[config.mk]
export PLATFORM = sky130hd
export DESIGN_NAME = apt_remap
export DESIGN_NICKNAME = d
export VERILOG_FILES = /design/src/rtl/apt_pkg.sv /design/src/rtl/apt_table.sv /design/src/rtl/apt_regs.sv /design/src/rtl/apt_xlate.sv /design/src/rtl/apt_remap.sv
export SDC_FILE = /design/constraint.sdc
export NUM_CORES = 1
export LEC_CHECK = 0
export BUFFER_PORTS_ARGS = -buffer_cell sky130_fd_sc_hd__buf_2
export CORE_UTILIZATION = 44
export DETAILED_ROUTE_END_ITERATION = 6
export GPL_ROUTABILITY_DRIVEN = 0
export GPL_TIMING_DRIVEN = 0
export PLACE_DENSITY = 0.64
export SLEW_MARGIN = 20
export SYNTH_ARGS = -nofsm -noshare
export SYNTH_HDL_FRONTEND = slang
export SYNTH_SLANG_ARGS = --single-unit
[constraint.sdc]
create_clock -name clk -period 2.19 [get_ports clk]
set_input_delay 0.438 -clock clk [delete_from_list [all_inputs] [get_ports clk]]
set_output_delay 0.438 -clock clk [all_outputs]
set_load 0.01 [all_outputs]
[src/rtl/apt_pkg.sv]
package apt_pkg;
  localparam int WORD_W     = 32;
  localparam int PAGE_SHIFT = 12;
  localparam int FRAME_W    = WORD_W - 1 - PAGE_SHIFT;
  localparam int ENTRY_W    = FRAME_W + 1;

  localparam logic [3:0] OFF_CFG = 4'h0;
  localparam logic [3:0] OFF_SEL = 4'h4;
  localparam logic [3:0] OFF_ENT = 4'h8;

  // inclusive window test, computed one bit wider so the top end cannot wrap
  function automatic logic in_window(input logic [WORD_W-1:0] a,
                                     input logic [WORD_W-1:0] base,
                                     input int unsigned pages);
    logic [WORD_W:0] x, lo, hi;
    x  = {1'b0, a};
    lo = {1'b0, base};
    hi = lo + ((WORD_W+1)'(pages) << PAGE_SHIFT) - (WORD_W+1)'(1);
    return (x >= lo) && (x <= hi);
  endfunction

  function automatic logic [WORD_W-1:0] page_offset(input logic [WORD_W-1:0] a,
                                                    input logic [WORD_W-1:0] base);
    logic [WORD_W-1:0] d;
    d = a - base;
    return d >> PAGE_SHIFT;
  endfunction

  function automatic logic [ENTRY_W-1:0] pack_entry(input logic [WORD_W-1:0] w);
    return w[WORD_W-1:PAGE_SHIFT];
  endfunction

  function automatic logic [WORD_W-1:0] unpack_entry(input logic [ENTRY_W-1:0] e);
    return {e, {PAGE_SHIFT{1'b0}}};
  endfunction

  function automatic logic [WORD_W-1:0] compose(input logic [FRAME_W-1:0] frame,
                                                input logic [PAGE_SHIFT-1:0] off);
    return {1'b0, frame, off};
  endfunction
endpackage

[src/rtl/apt_table.sv]
module apt_table
  import apt_pkg::*;
#(
  parameter int unsigned PAGES = 32,
  parameter int          IDX_W = 5
) (
  input  logic               clk,
  input  logic               rst_n,
  input  logic               we,
  input  logic [IDX_W-1:0]   widx,
  input  logic [ENTRY_W-1:0] wdata,
  input  logic [IDX_W-1:0]   ridx_a,
  output logic [ENTRY_W-1:0] rdata_a,
  input  logic [IDX_W-1:0]   ridx_b,
  output logic [ENTRY_W-1:0] rdata_b
);
  logic [ENTRY_W-1:0] ent [PAGES];

  for (genvar g = 0; g < int'(PAGES); g++) begin : g_ent
    always_ff @(posedge clk or negedge rst_n) begin
      if (!rst_n)
        ent[g] <= '0;
      else if (we && (widx == IDX_W'(g)))
        ent[g] <= wdata;
    end
  end

  always_comb begin
    rdata_a = '0;
    rdata_b = '0;
    if (int'(ridx_a) < int'(PAGES)) rdata_a = ent[ridx_a];
    if (int'(ridx_b) < int'(PAGES)) rdata_b = ent[ridx_b];
  end
endmodule

[src/rtl/apt_regs.sv]
module apt_regs
  import apt_pkg::*;
#(
  parameter logic [31:0] BASE  = 32'h0400_0000,
  parameter int unsigned PAGES = 32,
  parameter int          IDX_W = 5
) (
  input  logic               clk,
  input  logic               rst_n,
  input  logic               reg_wr,
  input  logic               reg_rd,
  input  logic [3:0]         reg_off,
  input  logic [WORD_W-1:0]  reg_wdata,
  output logic [WORD_W-1:0]  reg_rdata,
  output logic               reg_rvalid,
  input  logic [ENTRY_W-1:0] ent_rdata,
  output logic [IDX_W-1:0]   sel_idx,
  output logic               sel_ok,
  output logic               ent_wr_ev,
  output logic               tbl_we,
  output logic [ENTRY_W-1:0] tbl_wdata,
  output logic               en
);
  logic              en_q;
  logic [WORD_W-1:0] sel_q;
  logic [WORD_W-1:0] rdata_q;
  logic              rvalid_q;
  logic [WORD_W-1:0] rd_next;
  logic              cfg_wr_ev;
  logic              sel_wr_ev;

  assign cfg_wr_ev = reg_wr && (reg_off == OFF_CFG);
  assign sel_wr_ev = reg_wr && (reg_off == OFF_SEL);
  assign ent_wr_ev = reg_wr && (reg_off == OFF_ENT);

  assign sel_ok    = in_window(sel_q, BASE, PAGES);
  assign sel_idx   = IDX_W'(page_offset(sel_q, BASE));
  assign tbl_we    = ent_wr_ev && sel_ok;
  assign tbl_wdata = pack_entry(reg_wdata);

  always_comb begin
    case (reg_off)
      OFF_CFG: rd_next = {{(WORD_W-1){1'b0}}, en_q};
      OFF_SEL: rd_next = sel_q;
      OFF_ENT: rd_next = sel_ok ? unpack_entry(ent_rdata) : '0;
      default: rd_next = '0;
    endcase
  end

  always_ff @(posedge clk or negedge rst_n) begin
    if (!rst_n) begin
      en_q     <= 1'b0;
      sel_q    <= '0;
      rdata_q  <= '0;
      rvalid_q <= 1'b0;
    end else begin
      if (cfg_wr_ev) en_q  <= reg_wdata[0];
      if (sel_wr_ev) sel_q <= reg_wdata;
      rvalid_q <= reg_rd;
      if (reg_rd) rdata_q <= rd_next;
    end
  end

  assign en         = en_q;
  assign reg_rdata  = rdata_q;
  assign reg_rvalid = rvalid_q;
endmodule

[src/rtl/apt_xlate.sv]
module apt_xlate
  import apt_pkg::*;
#(
  parameter logic [31:0] BASE  = 32'h0400_0000,
  parameter int unsigned PAGES = 32,
  parameter int          IDX_W = 5
) (
  input  logic               clk,
  input  logic               rst_n,
  input  logic               en,
  input  logic               lk_req,
  input  logic [WORD_W-1:0]  lk_addr,
  output logic [IDX_W-1:0]   lk_idx,
  input  logic [ENTRY_W-1:0] entry,
  output logic               lk_win,
  output logic               lk_valid,
  output logic               lk_hit,
  output logic               lk_fault,
  output logic [WORD_W-1:0]  lk_paddr
);
  logic              hit_c;
  logic              valid_q, hit_q, fault_q;
  logic [WORD_W-1:0] paddr_q;

  assign lk_win = in_window(lk_addr, BASE, PAGES);
  assign lk_idx = IDX_W'(page_offset(lk_addr, BASE));
  assign hit_c  = en && lk_win && entry[ENTRY_W-1];

  always_ff @(posedge clk or negedge rst_n) begin
    if (!rst_n) begin
      valid_q <= 1'b0;
      hit_q   <= 1'b0;
      fault_q <= 1'b0;
      paddr_q <= '0;
    end else begin
      valid_q <= lk_req;
      if (lk_req) begin
        hit_q   <= hit_c;
        fault_q <= !hit_c;
        paddr_q <= hit_c ? compose(entry[FRAME_W-1:0], lk_addr[PAGE_SHIFT-1:0]) : '0;
      end else begin
        hit_q   <= 1'b0;
        fault_q <= 1'b0;
        paddr_q <= '0;
      end
    end
  end

  assign lk_valid = valid_q;
  assign lk_hit   = hit_q;
  assign lk_fault = fault_q;
  assign lk_paddr = paddr_q;
endmodule

[src/rtl/apt_remap.sv]
module apt_remap
  import apt_pkg::*;
#(
  parameter logic [31:0] BASE  = 32'h0400_0000,
  parameter int unsigned PAGES = 32
) (
  input  logic        clk,
  input  logic        rst_n,
  input  logic        reg_wr,
  input  logic        reg_rd,
  input  logic [3:0]  reg_off,
  input  logic [31:0] reg_wdata,
  output logic [31:0] reg_rdata,
  output logic        reg_rvalid,
  input  logic        lk_req,
  input  logic [31:0] lk_addr,
  output logic        lk_valid,
  output logic        lk_hit,
  output logic        lk_fault,
  output logic [31:0] lk_paddr
);
  localparam int IDX_W = (PAGES > 1) ? $clog2(PAGES) : 1;

  logic [IDX_W-1:0]   sel_idx, lk_idx;
  logic               sel_ok, ent_wr_ev, tbl_we, en, lk_win;
  logic [ENTRY_W-1:0] tbl_wdata, ent_sel, ent_lk;

  apt_regs #(.BASE(BASE), .PAGES(PAGES), .IDX_W(IDX_W)) u_regs (
    .clk(clk), .rst_n(rst_n), .reg_wr(reg_wr), .reg_rd(reg_rd),
    .reg_off(reg_off), .reg_wdata(reg_wdata), .reg_rdata(reg_rdata),
    .reg_rvalid(reg_rvalid), .ent_rdata(ent_sel), .sel_idx(sel_idx),
    .sel_ok(sel_ok), .ent_wr_ev(ent_wr_ev), .tbl_we(tbl_we),
    .tbl_wdata(tbl_wdata), .en(en)
  );

  apt_table #(.PAGES(PAGES), .IDX_W(IDX_W)) u_table (
    .clk(clk), .rst_n(rst_n), .we(tbl_we), .widx(sel_idx), .wdata(tbl_wdata),
    .ridx_a(sel_idx), .rdata_a(ent_sel), .ridx_b(lk_idx), .rdata_b(ent_lk)
  );

  apt_xlate #(.BASE(BASE), .PAGES(PAGES), .IDX_W(IDX_W)) u_xlate (
    .clk(clk), .rst_n(rst_n), .en(en), .lk_req(lk_req), .lk_addr(lk_addr),
    .lk_idx(lk_idx), .entry(ent_lk), .lk_win(lk_win), .lk_valid(lk_valid),
    .lk_hit(lk_hit), .lk_fault(lk_fault), .lk_paddr(lk_paddr)
  );
endmodule

# After elaboration in Yosys (flattened, before gate mapping)
# Index checks and enable logic that the tools add are counted.
# classes
add_sub_neg	2
order_cmp	6
n_eq_ne	33
muxes	12
bitwise_logic	2
n_reduce_logical	43
# op_table
operator	count
$bmux W20 S5	2
$pmux W32 S3	1
$eq A5 B5 Y1 const B	16
$mux W20	4
$ge A32 B27 Y1 const B	2
$le A32 B27 Y1 const B	2
$mux W32	2
$eq A5 B4 Y1 const B	8
$logic_and A1 B1 Y1	40
$sub A17 B1 Y17 const B	2
$mux W31	1
$eq A5 B3 Y1 const B	4
$ge A6 B6 Y1 const B	2
$not A5 Y6	2
$eq A5 B2 Y1 const B	2
$eq A5 B1 Y1 const B	1
$logic_not A5 Y1	1
$eq A4 B3 Y1 const B	1
$eq A4 B4 Y1 const B	1
$logic_not A4 Y1	1
$mux W1	2
$logic_not A1 Y1	1
# word_totals
regBits	741
inputBits	73
word_cells	138

# Logic depth before layout (Yosys ltp)
# Gate-level depths: netlist of the first run.
# logic_depth
word_depth	8
depth_mapped	9

# Cells and area by module
# A second synthesis of the first run with hierarchy kept.
# hier_totals
cells_unflattened	3223
hier_area_um2	39688.1
# modules_own_cells
module	instances	cells_each	area_per_inst_um2
apt_table	1	2872	35152.5
apt_regs	1	232	3060.4
apt_xlate	1	119	1475.2

# Least setup slack after synthesis of the first run
# Ideal clock, no wire load.
# synth_timing
path_type	input-to-reg
from	input reg_off[2]
to	register u_table.ent[0] (netlist name)
setup_ns	0.125
arrival_ns	2.119
required_ns	2.065
setup_slack_ns	-0.055
cell_stages	6
n_path_buf	2
cell_sequence	or3b_2 or3_4 buf_12 nor2_8 buf_12 mux2_4
# synth_via
elab_chain_len	4
# synth_rtl
element	line_no	rtl
start: declaration	apt_remap.sv:11	input logic [3:0] reg_off,
$eq A4 B4 Y1	apt_regs.sv:34	assign ent_wr_ev = reg_wr && (reg_off == OFF_ENT);
$logic_and A1 B1 Y1	apt_regs.sv:34	
$logic_and A1 B1 Y1	apt_regs.sv:38	assign tbl_we = ent_wr_ev && sel_ok;
$logic_and A1 B1 Y1	apt_table.sv:23	else if (we && (widx == IDX_W'(g)))
end signal: indexed assignment	apt_table.sv:24	ent[g] <= wdata;
end: declaration	apt_table.sv:17	logic [ENTRY_W-1:0] ent [PAGES];
# No other way between the ends.
# A chain may end at the register's enable or synchronous reset.

# Worst setup path in the final report of the first run
# layout_timing
from	register u_regs.sel_q[25]
to	register u_table.ent[74] (netlist name)
# layout_via
elab_chain_len	4
word_cells_on_any_way	5
classes_between	order compare: 2; reduce/logical: 3
# layout_rtl
element	line_no	rtl
start: declaration	apt_regs.sv:25	logic [WORD_W-1:0] sel_q;
start signal: assignment	apt_regs.sv:58	if (sel_wr_ev) sel_q <= reg_wdata;
$ge A32 B27 Y1 or $le A32 B27 Y1 (tied branches)	apt_pkg.sv:19	return (x >= lo) && (x <= hi);
$logic_and A1 B1 Y1 *	apt_pkg.sv:19	
$logic_and A1 B1 Y1 *	apt_regs.sv:38	
$logic_and A1 B1 Y1 *	apt_table.sv:23	
# Mark *: on every way between the ends. The rest lies on a longest branch, timed or not.

==> run_results.csv, run 1 <==
group,metric,value,unit
run_status,status,"complete, but fails checks",
run_status,failed_checks,"setup timing",
layout,layout.nets,3003,
power,ir_worst_vdd,0.540,mV
die,core_area,0.0874,mm²
worst_setup_path,crit_fanout,10,
grt,grt_pass1_vias,28300,
routing,num_vias,27900,
worst_setup_path,r2r_start,"u_regs.sel_q[25]$_DFFE_PN0P_",
synth,yosysSeqAreaShare,0.474,
worst_setup_path,crit_type,"reg -> reg",
placed_design,placed_area,0.0414,mm²
synth,ys_async_sr_fraction,1.00,
cts,cts_tree,"yes",
routing,ant_nets,0,
grt,antenna_found_initial,5,
synth,synth_nets,2746,
routing,drc,0,
sta,grt_setup_unrepaired,"true",
worst_setup_path,crit_chain,"nor4b_4 > buf_4 > nand4_4 > or3_4 > buf_12 > nor2_4 > buf_12 > buf_12 > mux2_1",
worst_setup_path,critPathCaptureType,"register",
sta,min_period,2.45,ns
grt,grtUsageTotal,0.327,
worst_setup_path,r2r_end,"u_table.ent[74]$_DFFE_PN0P_",
die,initial_utilization,0.447,
sta,slew_headroom,0.179,
layout,instances_no_fill,4147,
min_path,holdPathEnd,"u_regs.sel_q[3]$_DFFE_PN0P_",
cts,root_buffer,"clkbuf_16",
power,p_leak,21.4,nW
placed_design,io_buffers,134,
min_path,min_path_type,"in -> reg",
layout,layout_commonest_cell,"dfrtp_1",
routing,routed_wl,147000,µm
min_path,min_from,"reg_wdata[3]",
cts,cts_buffer_depth,3,
routing,drt-initial-drc-count,3329,
layout,final_cell_mix,"736 x dfrtp_1, 536 x mux2_2, 248 x mux4_2, 157 x buf_2, 145 x mux2i_1",
synth,syn_avg_cell_area,14.6,µm²
die,die_width,300,µm
synth,synth_edf_count,0,
min_path,holdPathStages,2,
layout,antennaDiodeCount,0,
cts,cts_buffers,82,
worst_setup_path,slowest_delay,0.40,ns
placed_design,dpl_worst_slack,-1.98,ns
worst_setup_path,critPathArrivalTime,2.98,ns
worst_setup_path,critPathSlowestCell,"dfrtp_1",
worst_setup_path,critPathBufInv,4,
sta,setup_viol,688,
cts,clkTransAtPathRegs,0.06,ns
grt,grt_first_pass_wirelength,209000,µm
layout,final_area,0.0462,mm²
grt,grt-ovfl-total,0,
cts,clkSinkCount,740,
layout,drive_gt1_frac,0.509,
worst_setup_path,cp_top_family,"simple AND/OR/NAND/NOR gates",
sta,fmax,408,MHz
grt,grt_max_degree,105,
worst_setup_path,crit_path_start_kind,"register",
placed_design,dp_cells,3970,
worst_setup_path,reg2regPathDepth,9,
synth,synth_top_flop_cell,"dfrtp_1",
job,drv_cap,0,
die,die-area,0.0900,mm²
layout,final_util,0.528,
die,ios,141,
routing,wl_per_cell,35.6,µm
sta,slew_violations,0,
worst_setup_path,cp.required,2.71,ns
cts,insertion_delay,0.65,ns
sta,worst_pin_slew,1.23,ns
sta,finalHoldViolCount,0,
synth,synth-seq-cells,740,
power,powerDensity,729,mW/mm²
sta,clock_skew,0.0160,ns
die,die_h,300,µm
synth,syn_inst,2673,
cts,htreeDepth,3,
synth,yosys_warnings,0,
layout,syn2layout_area_growth,18.1,%
synth,synthDistinctLibCells,54,
die,core.rowCount,108,
sta,setup_slack,-0.262,ns
placed_design,dp_hpwl,103000,µm
synth,syn_area,0.0391,mm²
worst_setup_path,r2r_slack,-0.26,ns
routing,drt_pass1_iterations,6,
worst_setup_path,critPathMostFrequentCell,"buf_12",
routing,viasPerCell,6.73,
sta,fin_crit_sh,1.12,
## routing by layer
layer | vias to the layer above | GRT usage | wire length [µm]
met5 | - | 0 | 27
met4 | 4 | 0.187 | 9860
met3 | 534 | 0.104 | 17600
met2 | 2021 | 0.490 | 64900
met1 | 14600 | 0.420 | 55100
li1 | 10800 | - | -
## cell families (layout without fill, tap and decap cells)
group | after synthesis | after routing | synth area share
buffers and inverters | 297 | 616 | 0.0394
AND/OR/NAND/NOR | 224 | 224 | 0.0321
other | 1 | 1 | 0.0000960
flip-flops | 740 | 740 | 0.474
AO/OA/AOI/OAI | 306 | 306 | 0.0583
multiplexers | 1105 | 1105 | 0.396
## synth_stat cells (14+ instances only)
| library cell | count | share of area |
|---|---|---|
| dfrtp_1 | 740 | 0.47 |
| mux2_2 | 537 | 0.15 |
| mux4_2 | 248 | 0.14 |
| mux2i_1 | 160 | 0.041 |
| clkbuf_1 | 125 | 0.012 |
| mux2_4 | 120 | 0.046 |
| nand2_1 | 115 | 0.011 |
| buf_2 | 97 | 0.012 |
| o221ai_1 | 76 | 0.017 |
| a21oi_1 | 67 | 0.0086 |
| mux2_1 | 40 | 0.012 |
| o21ai_0 | 39 | 0.0050 |
| nand3_1 | 26 | 0.0033 |
| a22o_1 | 25 | 0.0056 |
| inv_1 | 23 | 0.0022 |
| a22oi_1 | 21 | 0.0040 |
| a32oi_1 | 21 | 0.0047 |
| o22ai_1 | 20 | 0.0032 |
| buf_1 | 19 | 0.0018 |
| nor2_1 | 19 | 0.0018 |
| and3_1 | 14 | 0.0022 |
## timing repair
action | CTS | global route
setup buffers | 23 | 5
cloned | 3 | 2
gates resized for setup | 399 | 79
hold endpoints to repair | 45 | 0
pin swaps | 19 | 5
hold buffers | 3 | 0
setup endpoints to repair | 692 | 893
## layout make-up
class,instances,area (µm²)
plain buffers,269,2330
inverters,25,96.3
fillers,7031,41300
flip-flops and latches,740,18500
well taps,1155,1450
multi-input cells,1636,19700
clock buffers,117,2400
repair buffers,176,1300
clock inverters,29,338
## through the flow
stage	hold WS [ns]	TNS [ns]	total power, mW
2_1_floorplan	0.142	0	16.5
3_3_place_gp	0.466	-	18.8
3_5_place_dp	0.360	-439.06	18.9
4_1_cts	0.0160	-57.27	33.5
5_1_grt	0.0358	-175.69	34.3
6_report	0.0320	-103.01	33.7
## power breakdown
| group | switching (mW) | total, mW | internal, mW |
|---|---|---|---|
| Clock | 5.86 | 14.3 | 8.42 |
| Sequential | 0.218 | 14.1 | 13.8 |
| Combinational | 3.67 | 5.32 | 1.65 |
## worst max path at each step
stage	cells after the start	slack (ns)	end	from
final	9	-0.26	u_table.ent[74]$_DFFE_PN0P_	u_regs.sel_q[25]$_DFFE_PN0P_
after global routing	10	-0.33	u_table.ent[424]$_DFFE_PN0P_	u_regs.sel_q[25]$_DFFE_PN0P_
after global placement	1	-14.26	u_table.ent[117]$_DFFE_PN0P_	rst_n
after detailed placement	8	-1.98	u_xlate.lk_paddr[17]$_DFF_PN0_	lk_addr[14]
after floorplan	7	0.03	u_xlate.lk_paddr[0]$_DFF_PN0_	lk_addr[12]
after CTS	9	-0.23	u_table.ent[74]$_DFFE_PN0P_	u_regs.sel_q[25]$_DFFE_PN0P_
## registers in the layout, summed over array words and instances (netlist names)
name / flops
u_xlate.lk_fault: 1
u_xlate.lk_paddr: 31
u_regs.sel_q: 32
u_xlate.lk_hit: 1
u_table.ent: 640
u_regs.reg_rvalid: 1
u_regs.en: 1
u_xlate.lk_valid: 1
u_regs.reg_rdata: 32
Note: power is estimated with default switching activity, not from simulation.
==> run 2: changes to the inputs <==
--- a/config.mk
+++ b/config.mk
@@ -15,3 +15,4 @@
 export SYNTH_ARGS = -nofsm -noshare
 export SYNTH_HDL_FRONTEND = slang
 export SYNTH_SLANG_ARGS = --single-unit
+export TNS_END_PERCENT = 5
==> run 2 against run 1 <==
Compared with the run above:
- the flow still finishes with violations (setup timing)
- critical path depth stayed put
- first-iteration DRC count down 2.0%
- clock power hardly changed
- clock skew shrank 0.0015 ns
- final cell count fell by 0.12%
- cell area fell by 0.21%
- flip-flop and latch count did not move
- die area unchanged
- fmax barely moved
- hold slack got worse by 0.016 ns
- non-clock buffer count down 5
- sequential power barely moved
- critical path type unchanged
- largest cell class unchanged
- largest power group unchanged
- highest routed layer unchanged
==> run_results.csv, run 2 (synthesis gave the netlist of run 1 again) <==
group,metric,value,unit
power,switching_power,9.75,mW
routing,drt-initial-drc-count,3261,
grt,grt-ovfl-total,0,
routing,wl_per_cell,35.4,µm
layout,final_cell_mix,"737 x dfrtp_1, 537 x mux2_2, 248 x mux4_2, 146 x buf_2, 144 x mux2i_1",
cts,clkTransAtPathRegs,0.06,ns
power,p_leak,21.4,nW
power,powerDensity,732,mW/mm²
die,ios,141,
die,die-area,0.0900,mm²
sta,fin_crit_sh,1.12,
layout,layout_commonest_cell,"dfrtp_1",
power,pwr-share-comb,0.159,
grt,antenna_found_initial,7,
layout,layout.nets,2998,
die,initial_utilization,0.447,
run_status,status,"complete, but fails checks",
layout,largest_reg_flops,640,
power,switching_share,0.289,
routing,routed_wl,147000,µm
layout,top_register,"u_table.ent",
worst_setup_path,crit_path_start_kind,"register",
cts,cts_tree,"yes",
sta,clock_skew,0.0144,ns
cts,clkSinkCount,740,
worst_setup_path,slowest_delay,0.41,ns
worst_setup_path,cp.required,2.71,ns
power,seq_power_share,0.417,
run_status,failed_checks,"setup timing",
power,clkPwrFrac,0.424,
layout,instances_no_fill,4142,
placed_design,dpl_worst_slack,-1.98,ns
routing,num_vias,27700,
worst_setup_path,crit_chain,"nor4b_4 > buf_4 > nand4_4 > or3_4 > buf_12 > nor2_4 > buf_12 > buf_12 > mux2_1",
grt,grt_pass1_vias,28300,
cts,cts_buffers,82,
sta,slew_violations,0,
routing,drt_pass1_iterations,5,
sta,setup-tns-final,-88.41,ns
worst_setup_path,critPathCaptureType,"register",
sta,setup_viol,682,
cts,root_buffer,"clkbuf_16",
sta,fmax,408,MHz
min_path,min_path_type,"in -> async",
cts,insertion_delay,0.65,ns
layout,syn2layout_area_growth,17.9,%
grt,grt_max_degree,105,
routing,drc,0,
sta,grt_setup_unrepaired,"true",
die,die_width,300,µm
power,ir_worst_vdd,0.535,mV
worst_setup_path,critPathMostFrequentCell,"buf_12",
sta,setup_slack,-0.261,ns
routing,viasPerCell,6.68,
placed_design,dp_cells,3970,
layout,antennaDiodeCount,0,
sta,finalHoldViolCount,0,
routing,ant_nets,0,
power,p_int,24.0,mW
sta,min_period,2.45,ns
die,die_h,300,µm
placed_design,io_buffers,134,
sta,worst_pin_slew,0.991,ns
cts,cts_buffer_depth,3,
sta,slew_headroom,0.340,
worst_setup_path,critPathArrivalTime,2.97,ns
grt,grt_first_pass_wirelength,208000,µm
grt,grtUsageTotal,0.326,
layout,drive_gt1_frac,0.508,
job,drv_cap,0,
die,core.rowCount,108,
die,core_area,0.0874,mm²
worst_setup_path,critPathSlowestCell,"dfrtp_1",
placed_design,dp_hpwl,103000,µm
cts,htreeDepth,3,
sta,holdWs,0.0163,ns
worst_setup_path,crit_fanout,10,
worst_setup_path,crit_type,"reg -> reg",
## run 2: cell types whose count changed in the layout (fill, tap and decap cells not counted), moves of 4 or more
| cell | delta |
|---|---|
| buf_8 | -6 |
| o21ai_2 | +4 |
| buf_6 | +17 |
| nor2_4 | -4 |
| buf_4 | +4 |
| buf_2 | -11 |
| nand2_1 | +4 |
| buf_12 | -5 |
## run 2: layout make-up
class,instances,area [µm²]
sequential,740,18500
fill,7043,41400
clock buffer,117,2400
timing repair buffer,171,1240
inverter,25,96.3
multi-input combinational,1636,19700
clock inverter,29,338
tap,1155,1450
buffer,269,2340
## run 2: path summary, 6_finish.rpt
path                                              endpoint                         start  slack (ns)  depth (start not counted)
max in group asynchronous     u_table.ent[151]$_DFFE_PN0P_                         rst_n        0.40                          6
min                          u_xlate.lk_paddr[0]$_DFF_PN0_                         rst_n        0.02                          3
max                            u_table.ent[74]$_DFFE_PN0P_  u_regs.sel_q[25]$_DFFE_PN0P_       -0.26                          9
min reg2reg                u_regs.reg_rdata[8]$_DFFE_PN0P_   u_regs.sel_q[8]$_DFFE_PN0P_        0.49                          1
max reg2reg                    u_table.ent[74]$_DFFE_PN0P_  u_regs.sel_q[25]$_DFFE_PN0P_       -0.26                          9
min in group clk              u_regs.sel_q[11]$_DFFE_PN0P_                 reg_wdata[11]        0.03                          2
## run 2: worst max-delay path, delay by kind of cell (launching register included)
kind | cells | cell delay [ns]
AND/OR/NAND/NOR | 4 | 0.93
buffers and inverters | 4 | 0.62
flip-flops | 1 | 0.41
multiplexers | 1 | 0.33
## run 2: layer usage
metal | share of wire | track usage | up-vias | routed length (µm)
li1 | - | - | 10800 | -
met5 | 0.00029 | 0.00106 | - | 43
met4 | 0.062 | 0.181 | 6 | 9020
met3 | 0.12 | 0.114 | 478 | 17700
met2 | 0.44 | 0.487 | 1922 | 64700
met1 | 0.38 | 0.414 | 14500 | 55000
## run 2: power by group through the flow
stage | logic (mW) | clock network [mW] | registers (mW)
global placement | 4.51 | 0 | 14.3
global route | 5.39 | 14.9 | 14.1
finish | 5.35 | 14.3 | 14.1
detailed placement | 4.62 | 0 | 14.3
floorplan | 2.28 | 0 | 14.2
CTS | 5.10 | 14.3 | 14.0
## run 2: timing repair
| item | in CTS | in global routing |
|---|---|---|
| setup buffers | 20 | 4 |
| resized for setup | 390 | 86 |
| hold buffers | 3 | 0 |
| pin swaps | 26 | 7 |
| endpoints found under the hold margin | 45 | 0 |
| gates cloned | 2 | 0 |
| setup endpoints to repair | 692 | 892 |
## run 2: per-stage QoR
| step | total power, mW | cell area [µm²] | util |
|---|---|---|---|
| 4_1_cts | 33.5 | 45700 | 0.523 |
| 2_1_floorplan | 16.5 | 39100 | - |
| 5_1_grt | 34.4 | 46100 | 0.527 |
| 6_report | 33.7 | 46100 | 0.527 |
| 3_5_place_dp | 18.9 | 41400 | 0.474 |
| 3_3_place_gp | 18.8 | 41200 | 0.471 |
